`config.mk`:
```
export PLATFORM = sky130hd
export DESIGN_NAME = nor_read_ctrl
export DESIGN_NICKNAME = d
export VERILOG_FILES = /design/src/rtl/nrc_pkg.sv /design/src/rtl/nrc_async_addr.sv /design/src/rtl/nrc_burst_fsm.sv /design/src/rtl/nrc_burst_addr.sv /design/src/rtl/nor_read_ctrl.sv
export SDC_FILE = /design/constraint.sdc
export NUM_CORES = 1
export LEC_CHECK = 0
export BUFFER_PORTS_ARGS = -buffer_cell sky130_fd_sc_hd__clkbuf_2
export CORE_MARGIN = 1.5
export CORE_UTILIZATION = 59
export DETAILED_ROUTE_END_ITERATION = 12
export PLACE_DENSITY = 0.88
export SLEW_MARGIN = 20
export SYNTH_ARGS = -nofsm -noshare
export SYNTH_HDL_FRONTEND = slang
export SYNTH_SLANG_ARGS = --single-unit
```
`constraint.sdc`:
```
create_clock -name clk -period 4.6 [get_ports clk]
set_clock_uncertainty 0.2 [all_clocks]
set_input_delay 0.69 -clock clk [delete_from_list [all_inputs] [get_ports clk]]
set_output_delay 0.69 -clock clk [all_outputs]
set_load 0.01 [all_outputs]
```
`src/rtl/nrc_pkg.sv`:
```
package nrc_pkg;

  localparam int GRP_BITS = 4;

  typedef enum logic [1:0] {
    ST_IDLE  = 2'd0,
    ST_LAT   = 2'd1,
    ST_BURST = 2'd2
  } bst_e;

  // latency field to clocks, small values clamped to the legal minimum
  function automatic logic [3:0] eff_latency(input logic [3:0] field);
    return (field < 4'd2) ? 4'd2 : field;
  endfunction

  // burst length code to word count (code 3 is continuous, not counted)
  function automatic logic [4:0] burst_words(input logic [1:0] code);
    case (code)
      2'd0:    return 5'd4;
      2'd1:    return 5'd8;
      default: return 5'd16;
    endcase
  endfunction

endpackage

```
`src/rtl/nrc_async_addr.sv`:
```
module nrc_async_addr #(
  parameter int AW = 16
) (
  input  logic          clk,
  input  logic          rst_n,
  input  logic          adv_n,
  input  logic [AW-1:0] addr_in,
  output logic [AW-1:0] async_addr
);
  import nrc_pkg::*;

  localparam int UW = AW - GRP_BITS;

  logic [UW-1:0] page_q;

  // the upper address tracks the pins while the strobe is low
  always_ff @(posedge clk or negedge rst_n) begin
    if (!rst_n)      page_q <= '0;
    else if (!adv_n) page_q <= addr_in[AW-1:GRP_BITS];
  end

  // page index always comes straight from the pins
  always_comb begin
    if (!adv_n) async_addr = addr_in;
    else        async_addr = {page_q, addr_in[GRP_BITS-1:0]};
  end

endmodule

```
`src/rtl/nrc_burst_fsm.sv`:
```
module nrc_burst_fsm
  import nrc_pkg::*;
(
  input  logic       clk,
  input  logic       rst_n,
  input  logic       capture,
  input  logic       abort,
  input  logic [3:0] lat_field,
  input  logic [1:0] len_field,
  output bst_e       state,
  output logic       step,
  output logic       last
);

  bst_e       state_q;
  logic [3:0] cnt_q;
  logic [3:0] lat_q;
  logic [1:0] len_q;
  logic [4:0] idx_q;
  logic       lat_done;

  assign lat_done = (cnt_q + 4'd1) == lat_q;
  assign last     = (state_q == ST_BURST) && (len_q != 2'd3) &&
                    (idx_q == burst_words(len_q) - 5'd1);
  assign step     = (state_q == ST_BURST) && !last;
  assign state    = state_q;

  always_ff @(posedge clk or negedge rst_n) begin
    if (!rst_n) begin
      state_q <= ST_IDLE;
      cnt_q   <= '0;
      lat_q   <= 4'd2;
      len_q   <= '0;
      idx_q   <= '0;
    end else if (capture) begin
      state_q <= ST_LAT;
      cnt_q   <= '0;
      idx_q   <= '0;
      lat_q   <= eff_latency(lat_field);
      len_q   <= len_field;
    end else if (abort) begin
      state_q <= ST_IDLE;
    end else begin
      case (state_q)
        ST_LAT: begin
          if (lat_done) begin
            state_q <= ST_BURST;
            idx_q   <= '0;
          end else begin
            cnt_q <= cnt_q + 4'd1;
          end
        end
        ST_BURST: begin
          if (last)      state_q <= ST_IDLE;
          else if (step) idx_q   <= idx_q + 5'd1;
        end
        default: state_q <= ST_IDLE;
      endcase
    end
  end

endmodule

```
`src/rtl/nrc_burst_addr.sv`:
```
module nrc_burst_addr #(
  parameter int AW = 16
) (
  input  logic          clk,
  input  logic          rst_n,
  input  logic          capture,
  input  logic          step,
  input  logic [AW-1:0] start_addr,
  input  logic          wrap_in,
  input  logic          id_in,
  output logic [AW-1:0] seq_addr,
  output logic          wrap_q,
  output logic          id_q
);
  import nrc_pkg::*;

  function automatic logic [AW-1:0] next_word(input logic [AW-1:0] a,
                                              input logic wrap,
                                              input logic id);
    logic [GRP_BITS-1:0] low;
    low = a[GRP_BITS-1:0] + 1'b1;
    if (id)        return a;
    else if (wrap) return {a[AW-1:GRP_BITS], low};
    else           return a + 1'b1;
  endfunction

  always_ff @(posedge clk or negedge rst_n) begin
    if (!rst_n) begin
      seq_addr <= '0;
      wrap_q   <= 1'b0;
      id_q     <= 1'b0;
    end else if (capture) begin
      seq_addr <= start_addr;
      wrap_q   <= wrap_in;
      id_q     <= id_in;
    end else if (step) begin
      seq_addr <= next_word(seq_addr, wrap_q, id_q);
    end
  end

endmodule

```
`src/rtl/nor_read_ctrl.sv`:
```
module nor_read_ctrl #(
  parameter int AW = 16
) (
  input  logic          clk,
  input  logic          rst_n,
  input  logic          ce_n,
  input  logic          oe_n,
  input  logic          we_n,
  input  logic          adv_n,
  input  logic [AW-1:0] addr_in,
  input  logic          id_space,
  input  logic          cfg_async,
  input  logic [3:0]    cfg_latency,
  input  logic          cfg_wrap,
  input  logic [1:0]    cfg_burst_len,
  output logic [AW-1:0] arr_addr,
  output logic          data_valid,
  output logic          wait_o
);
  import nrc_pkg::*;

  logic          adv_prev;
  logic          read_ok;
  logic          capture_evt;
  logic          abort_evt;
  logic          step_evt;
  logic          last_evt;
  bst_e          bstate;
  logic [AW-1:0] async_addr;
  logic [AW-1:0] seq_addr;
  logic          wrap_q;
  logic          id_q;

  always_ff @(posedge clk or negedge rst_n) begin
    if (!rst_n) adv_prev <= 1'b1;
    else        adv_prev <= adv_n;
  end

  assign read_ok     = !ce_n && !oe_n && we_n;
  assign capture_evt = !cfg_async && read_ok && !adv_n && adv_prev;
  assign abort_evt   = cfg_async || ce_n || !we_n;

  nrc_async_addr #(.AW(AW)) u_async (
    .clk        (clk),
    .rst_n      (rst_n),
    .adv_n      (adv_n),
    .addr_in    (addr_in),
    .async_addr (async_addr)
  );

  nrc_burst_fsm u_fsm (
    .clk       (clk),
    .rst_n     (rst_n),
    .capture   (capture_evt),
    .abort     (abort_evt),
    .lat_field (cfg_latency),
    .len_field (cfg_burst_len),
    .state     (bstate),
    .step      (step_evt),
    .last      (last_evt)
  );

  nrc_burst_addr #(.AW(AW)) u_seq (
    .clk        (clk),
    .rst_n      (rst_n),
    .capture    (capture_evt),
    .step       (step_evt),
    .start_addr (addr_in),
    .wrap_in    (cfg_wrap),
    .id_in      (id_space),
    .seq_addr   (seq_addr),
    .wrap_q     (wrap_q),
    .id_q       (id_q)
  );

  assign wait_o     = (bstate == ST_LAT);
  assign data_valid = cfg_async ? read_ok : (read_ok && bstate == ST_BURST);
  assign arr_addr   = cfg_async ? async_addr : seq_addr;

endmodule

```
# After elaboration in Yosys (flattened, before gate mapping)
# Cells that the tools add are included.
[totals]
output_inout_bits = 18
wordCells = 82
ff_bits = 48
inputBits = 31
[classes]
mux = 24
eq_ne = 15
reduce_logical = 26
n_addsub = 5
magnitude_cmp = 1
[ops]
columns = ["op", "n"]
rows = [
  ["$mux 16", 6],
  ["$mux 5", 5],
  ["$mux 4", 5],
  ["$pmux 5 s2", 2],
  ["$add 16x1->16 const B", 1],
  ["$ne 2x2->1 const B", 5],
  ["$logic_and 1x1->1", 9],
  ["$add 4x1->4 const B", 2],
  ["$mux 2", 4],
  ["$logic_not 1->1", 6],
  ["$ne 3x3->1 const B", 2],
  ["$reduce_and 3->1", 2],
  ["$add 5x1->5 const B", 1],
  ["$eq 5x5->1", 1],
  ["$reduce_and 5->1", 1],
  ["$sub 5x1->5 const B", 1],
  ["$eq 2x1->1 const B", 2],
  ["$eq 4x4->1", 1],
  ["$lt 4x2->1 const B", 1],
  ["$ne 4x1->1 const B", 1],
  ["$ne 4x3->1 const B", 1],
  ["$pmux 2 s2", 1],
  ["$reduce_and 2->1", 2],
  ["$reduce_bool 2->1", 2],
  ["other kinds (6)", 7],
]

# Longest topological paths before layout
[logic_depth]
ltp_word = 12
ltp_mapped = 8
depth_no_buf = 7

# Modules after synthesis
# From an unflattened synthesis, not the netlist that was laid out.
[hier_totals]
cells_unflattened = 254
area_unflattened_um2 = 2826.5
[modules_own_cells]
columns = ["module", "cells_per_inst", "seq_area_each_um2", "area_per_inst_um2", "n_inst"]
rows = [
  ["nrc_burst_addr", 108, 450.4, 1022.2, 1],
  ["nrc_burst_fsm", 92, 426.7, 1013.5, 1],
  ["nrc_async_addr", 29, 300.3, 514.2, 1],
  ["nor_read_ctrl", 25, 26.3, 276.5, 1],
]

# Worst setup path after synthesis
# OpenSTA, ideal clock, no wires.
[synth_timing]
path_type = "input-to-output"
startpoint = "input cfg_async"
endpoint = "output data_valid"
cell_stages = 4
arrival_time_ns = 1.857
path_slack_ns = 1.853
n_path_buf = 2
required_time_ns = 3.710
path_cell_list = "buf_1 > clkbuf_1 > nor2_1 > nor4b_1"
[synth_via]
elab_chain_cells = 1
[synth_rtl]
columns = ["element", "line_no", "rtl"]
rows = [
  ["from (decl)", "nor_read_ctrl.sv:12", "input logic cfg_async,"],
  ["$mux 1", "nor_read_ctrl.sv:77", "assign data_valid = cfg_async ? read_ok : (read_ok && bstate == ST_BURST);"],
  ["to (decl)", "nor_read_ctrl.sv:17", "output logic data_valid,"],
]
# Every way passes these cells.

# Worst setup path after layout
[layout_timing]
startpoint = "register u_fsm.len_q[1]"
endpoint = "register u_fsm.idx_q[0]"
[layout_via]
elab_chain_cells = 9
elab_cells_between_ends = 13
classes_between = "add/sub: 1; eq/ne: 5; mux: 1; reduce/logical: 6"
[layout_rtl]
columns = ["element", "line_no", "rtl"]
rows = [
  ["from (decl)", "nrc_burst_fsm.sv:18", "logic [1:0] len_q;"],
  ["from (signal assigned)", "nrc_burst_fsm.sv:40", "len_q <= len_field;"],
  ["$eq 2x1->1 / $logic_not 2->1 (equally long branches)", "nrc_pkg.sv:18", "case (code)"],
  ["$pmux 5 s2", "nrc_pkg.sv:18", ""],
  ["$sub 5x1->5", "nrc_burst_fsm.sv:24", "(idx_q == burst_words(len_q) - 5'd1);"],
  ["$eq 5x5->1", "nrc_burst_fsm.sv:24", ""],
  ["$logic_and 1x1->1 *", "nrc_burst_fsm.sv:23", "assign last = (state_q == ST_BURST) && (len_q != 2'd3) &&"],
  ["$logic_not 1->1", "nrc_burst_fsm.sv:25", "assign step = (state_q == ST_BURST) && !last;"],
  ["$logic_and 1x1->1", "nrc_burst_fsm.sv:25", ""],
  ["$ne 3x3->1 (no source line)", "n/a", ""],
  ["$reduce_and 5->1 (no source line) *", "n/a", ""],
  ["to (signal assigned)", "nrc_burst_fsm.sv:55", "else if (step) idx_q <= idx_q + 5'd1;"],
  ["to (decl)", "nrc_burst_fsm.sv:19", "logic [4:0] idx_q;"],
]
# Every way passes the cells marked *; elsewhere a longest branch is shown, timed or not.
# A chain may end at the register's enable or synchronous reset.

==> flow_summary_export.csv <==
group,metric,value,unit
status,status,"complete, no violations",
route,drcViolationCount,0,
cts,cts.sinks,48,
sta,fin_crit,3110,ps
logic_synthesis,yosysWarnings,0,
sta,worst_pin_slew,894,ps
final_layout,drive_gt1_share,31.3,%
placed_design,numPortBuffers,48,
cts,cts_inserted_buffers,5,
power_and_ir_drop,power.leakage,1.39,nW
route,routed_wl,5820,um
sta,drv_slew,0,
logic_synthesis,synthTopCellsByArea,"dfrtp_1 (41%), mux2_2 (11%), nand2_1 (6.7%)",
placed_design,dp_slack,1440,ps
cts,cts_resized,0,
worst_setup_path,worstPathMaxFanout,16,
worst_setup_path,endpoint_kind,"register",
worst_setup_path,slowest_stage,"a211oi_4",
worst_setup_path,cp.required,4650,ps
worst_setup_path,cp-startpoint,"u_fsm.len_q[1]",
placed_design,hpwl,4000,um
floorplan,die_h,71.7,um
route,antenna_left,0,
global_routing,antenna_found_initial,0,
final_layout,antenna_cells,0,
sta,finalSetupTns,0,ps
logic_synthesis,yosysTopAreaCellShare,41.4,%
logic_synthesis,avgSynthCellArea,10.2,um^2
floorplan,io_pins,49,
final_layout,syn2layout_area_growth,13.6,%
logic_synthesis,postSynthNetCount,307,
cts,cts_root_buf,"clkbuf_8",
final_layout,nFillCells,344,
floorplan,core,0.00444,mm^2
sta,rsz0062_at_grt,"no",
worst_setup_path,critPathMaxStageDelay,740,ps
worst_setup_path,r2r_end,"u_fsm.idx_q[0]",
cts,clk_pin_slew_worst_paths,100,ps
logic_synthesis,ys_seq_elements,48,
logic_synthesis,synth_area,0.00278,mm^2
global_routing,grt_pass1_wl,9740,um
worst_setup_path,crit_end,"u_fsm.idx_q[0]",
worst_setup_path,r2r-start,"u_fsm.len_q[1]",
worst_setup_path,cp_num_cells,7,
floorplan,die_area,0.00514,mm^2
worst_setup_path,worst-path-buf-inv,0,
final_layout,fin_nets,353,
logic_synthesis,synth_most_common_cell,"nand2_1",
logic_synthesis,synth_top_cell_by_area,"dfrtp_1",
cts,cts-hold-fix-buffers,0,
cts,cts_max_path_buffers,2,
cts,worstSkewPairLatency,310,ps
logic_synthesis,ys.flop_type,"dfrtp_1",
power_and_ir_drop,ir_drop,231,uV
power_and_ir_drop,power.density,352,mW/mm^2
global_routing,gr-total-overflow,0,
logic_synthesis,ys_async_sr_fraction,100,%
route,routedWlPerCell,15.7,um
global_routing,grt_util_all_layers,23.9,%
sta,setup_violations,0,
floorplan,start_util,62.6,%
logic_synthesis,synth-edff-count,0,
global_routing,grt_max_degree,49,
global_routing,grt_pass1_vias,2156,
cts,cts_setup_buffers,0,
cts,cts_tree,"yes",
worst_setup_path,crit_path_start_kind,"register",
floorplan,fp.dieW,71.7,um
sta,max_clock_freq,322,MHz
cts,htreeDepth,2,
logic_synthesis,ys_types,51,
worst_setup_path,ff2ff_setup_slack,1490,ps
sta,slew_headroom,40.4,%
logic_synthesis,seq_area_frac_synth,43.3,%
floorplan,placementRows,24,
worst_setup_path,path_cells,"or2_2, ha_1, xnor2_1, a211oi_4, a21oi_1, a221oi_4, mux2_2",
route,num_vias,2200,
route,drtPass1Iterations,6,
worst_setup_path,critPathArrivalTime,3150,ps
sta,hold_viol,0,
run,cap_violations,0,
worst_setup_path,crit_type,"register to register",
logic_synthesis,syn_inst,272,
worst_setup_path,crit_family,"compound AO/OA/AOI/OAI gates",
sta,post-route-worst-setup-slack,1490,ps
worst_hold_path,hp-class,"input port to async pin",
worst_setup_path,ff2ff_path_depth,7,
route,vias_per_cell,5.93,
route,initialDrtViolationCount,113,
sta,finalCritPeriodShare,67.6,%
placed_design,gp_congestion,0.823,
logic_synthesis,synth_common_cells,"nand2_1 (50), dfrtp_1 (46), mux2_2 (27), xnor2_1 (17), o21ai_0 (12)",
## kinds of logic after synthesis
group                      count (synthesis)  share of synthesized area (%)
buffers and inverters                     16                           2.83
DFF                                       48                           43.3
AOI/OAI and AO/OA                         54                           15.4
xor gates and xnor gates                  22                           7.42
adders and majority gates                  4                           1.80
muxes                                     29                           11.6
and+or+nand+nor                           99                           17.6
## flip-flops by register name, summed over array words and instances, names as in the netlist
register / flops
u_seq.seq_addr: 16
u_async.page_q: 12
u_fsm.idx_q: 5
u_fsm.cnt_q: 4
u_fsm.lat_q: 4
u_fsm.len_q: 2
u_fsm.state: 2
adv_prev: 1
u_seq.id_q: 1
u_seq.wrap_q: 1
## power by group
group | total, mW | switching [mW] | internal [mW]
Combinational | 0.262 | 0.139 | 0.123
Clock | 0.315 | 0.154 | 0.161
Sequential | 0.535 | 0.0567 | 0.479
Total | 1.11 | 0.350 | 0.762
## per-layer routing
layer	up-vias	GRT usage, %	routed length [um]
met4	0	8.18	93
met3	12	4.78	212
met5	-	0	0
met1	1071	31.4	2670
met2	58	39.8	2840
li1	1059	-	-
## worst register-to-register path, cell delays in order, from the launching register on
cell      delay, ps
dfrtp_1         450
or2_2           320
ha_1            310
xnor2_1         160
a211oi_4        740
a21oi_1         270
a221oi_4        380
mux2_2          220
## how the worst min path moves through the flow
stage	start	to
2_1_floorplan	rst_n	u_async.page_q[0]
3_3_place_gp	u_fsm.lat_q[1]	u_fsm.lat_q[1]
3_5_place_dp	u_fsm.lat_q[1]	u_fsm.lat_q[1]
4_1_cts	u_fsm.lat_q[1]	u_fsm.lat_q[1]
5_1_grt	u_fsm.lat_q[1]	u_fsm.lat_q[1]
6_report	rst_n	u_fsm.cnt_q[2]
## area by class of cell
cell class | count | area (um^2) | area share (%)
clock buffers | 5 | 68.8 | 2.18
clock inverters | 3 | 42.5 | 1.35
inverters | 4 | 15.0 | 0.475
multi-input cells | 208 | 1500 | 47.5
flip-flops and latches | 48 | 1200 | 38.1
well taps | 52 | 65.1 | 2.06
repair buffers | 51 | 263 | 8.31
## metrics by stage
step	hold WS [ps]	cells	power [mW]	utilization [%]	instance area [um^2]
after global routing	309	371	1.16	71.1	3160
final	267	371	1.11	71.1	3160
after detailed placement	259	363	0.801	68.6	3050
after CTS	273	371	1.11	71.1	3160
after floorplan	194	272	0.714	-	2780
after global placement	251	363	0.788	68.6	3050
## cells in the final DEF, fill, tap and decap left out, drive strengths merged, types with 2 or more instances in the layout
| cell type | n |
|---|---|
| dfrtp | 46 |
| xor2 | 4 |
| and3 | 2 |
| o31ai | 2 |
| or3b | 2 |
| nand2 | 50 |
| or4 | 2 |
| a22o | 2 |
| nor3b | 2 |
| o21ai | 17 |
| nor2 | 10 |
| nand4 | 3 |
| a2111oi | 6 |
| clkbuf | 53 |
| nor3 | 2 |
| a21o | 3 |
| mux2 | 27 |
| buf | 3 |
| a211oi | 6 |
| and4 | 3 |
| ha | 4 |
| o211ai | 2 |
| or3 | 2 |
| dfstp | 2 |
| and2 | 2 |
| mux2i | 2 |
| a31oi | 2 |
| xnor2 | 17 |
| a21oi | 9 |
| nand3 | 11 |
| inv | 4 |
| nand2b | 4 |
| nor2b | 2 |
Note: power is estimated with default switching activity, not from simulation.
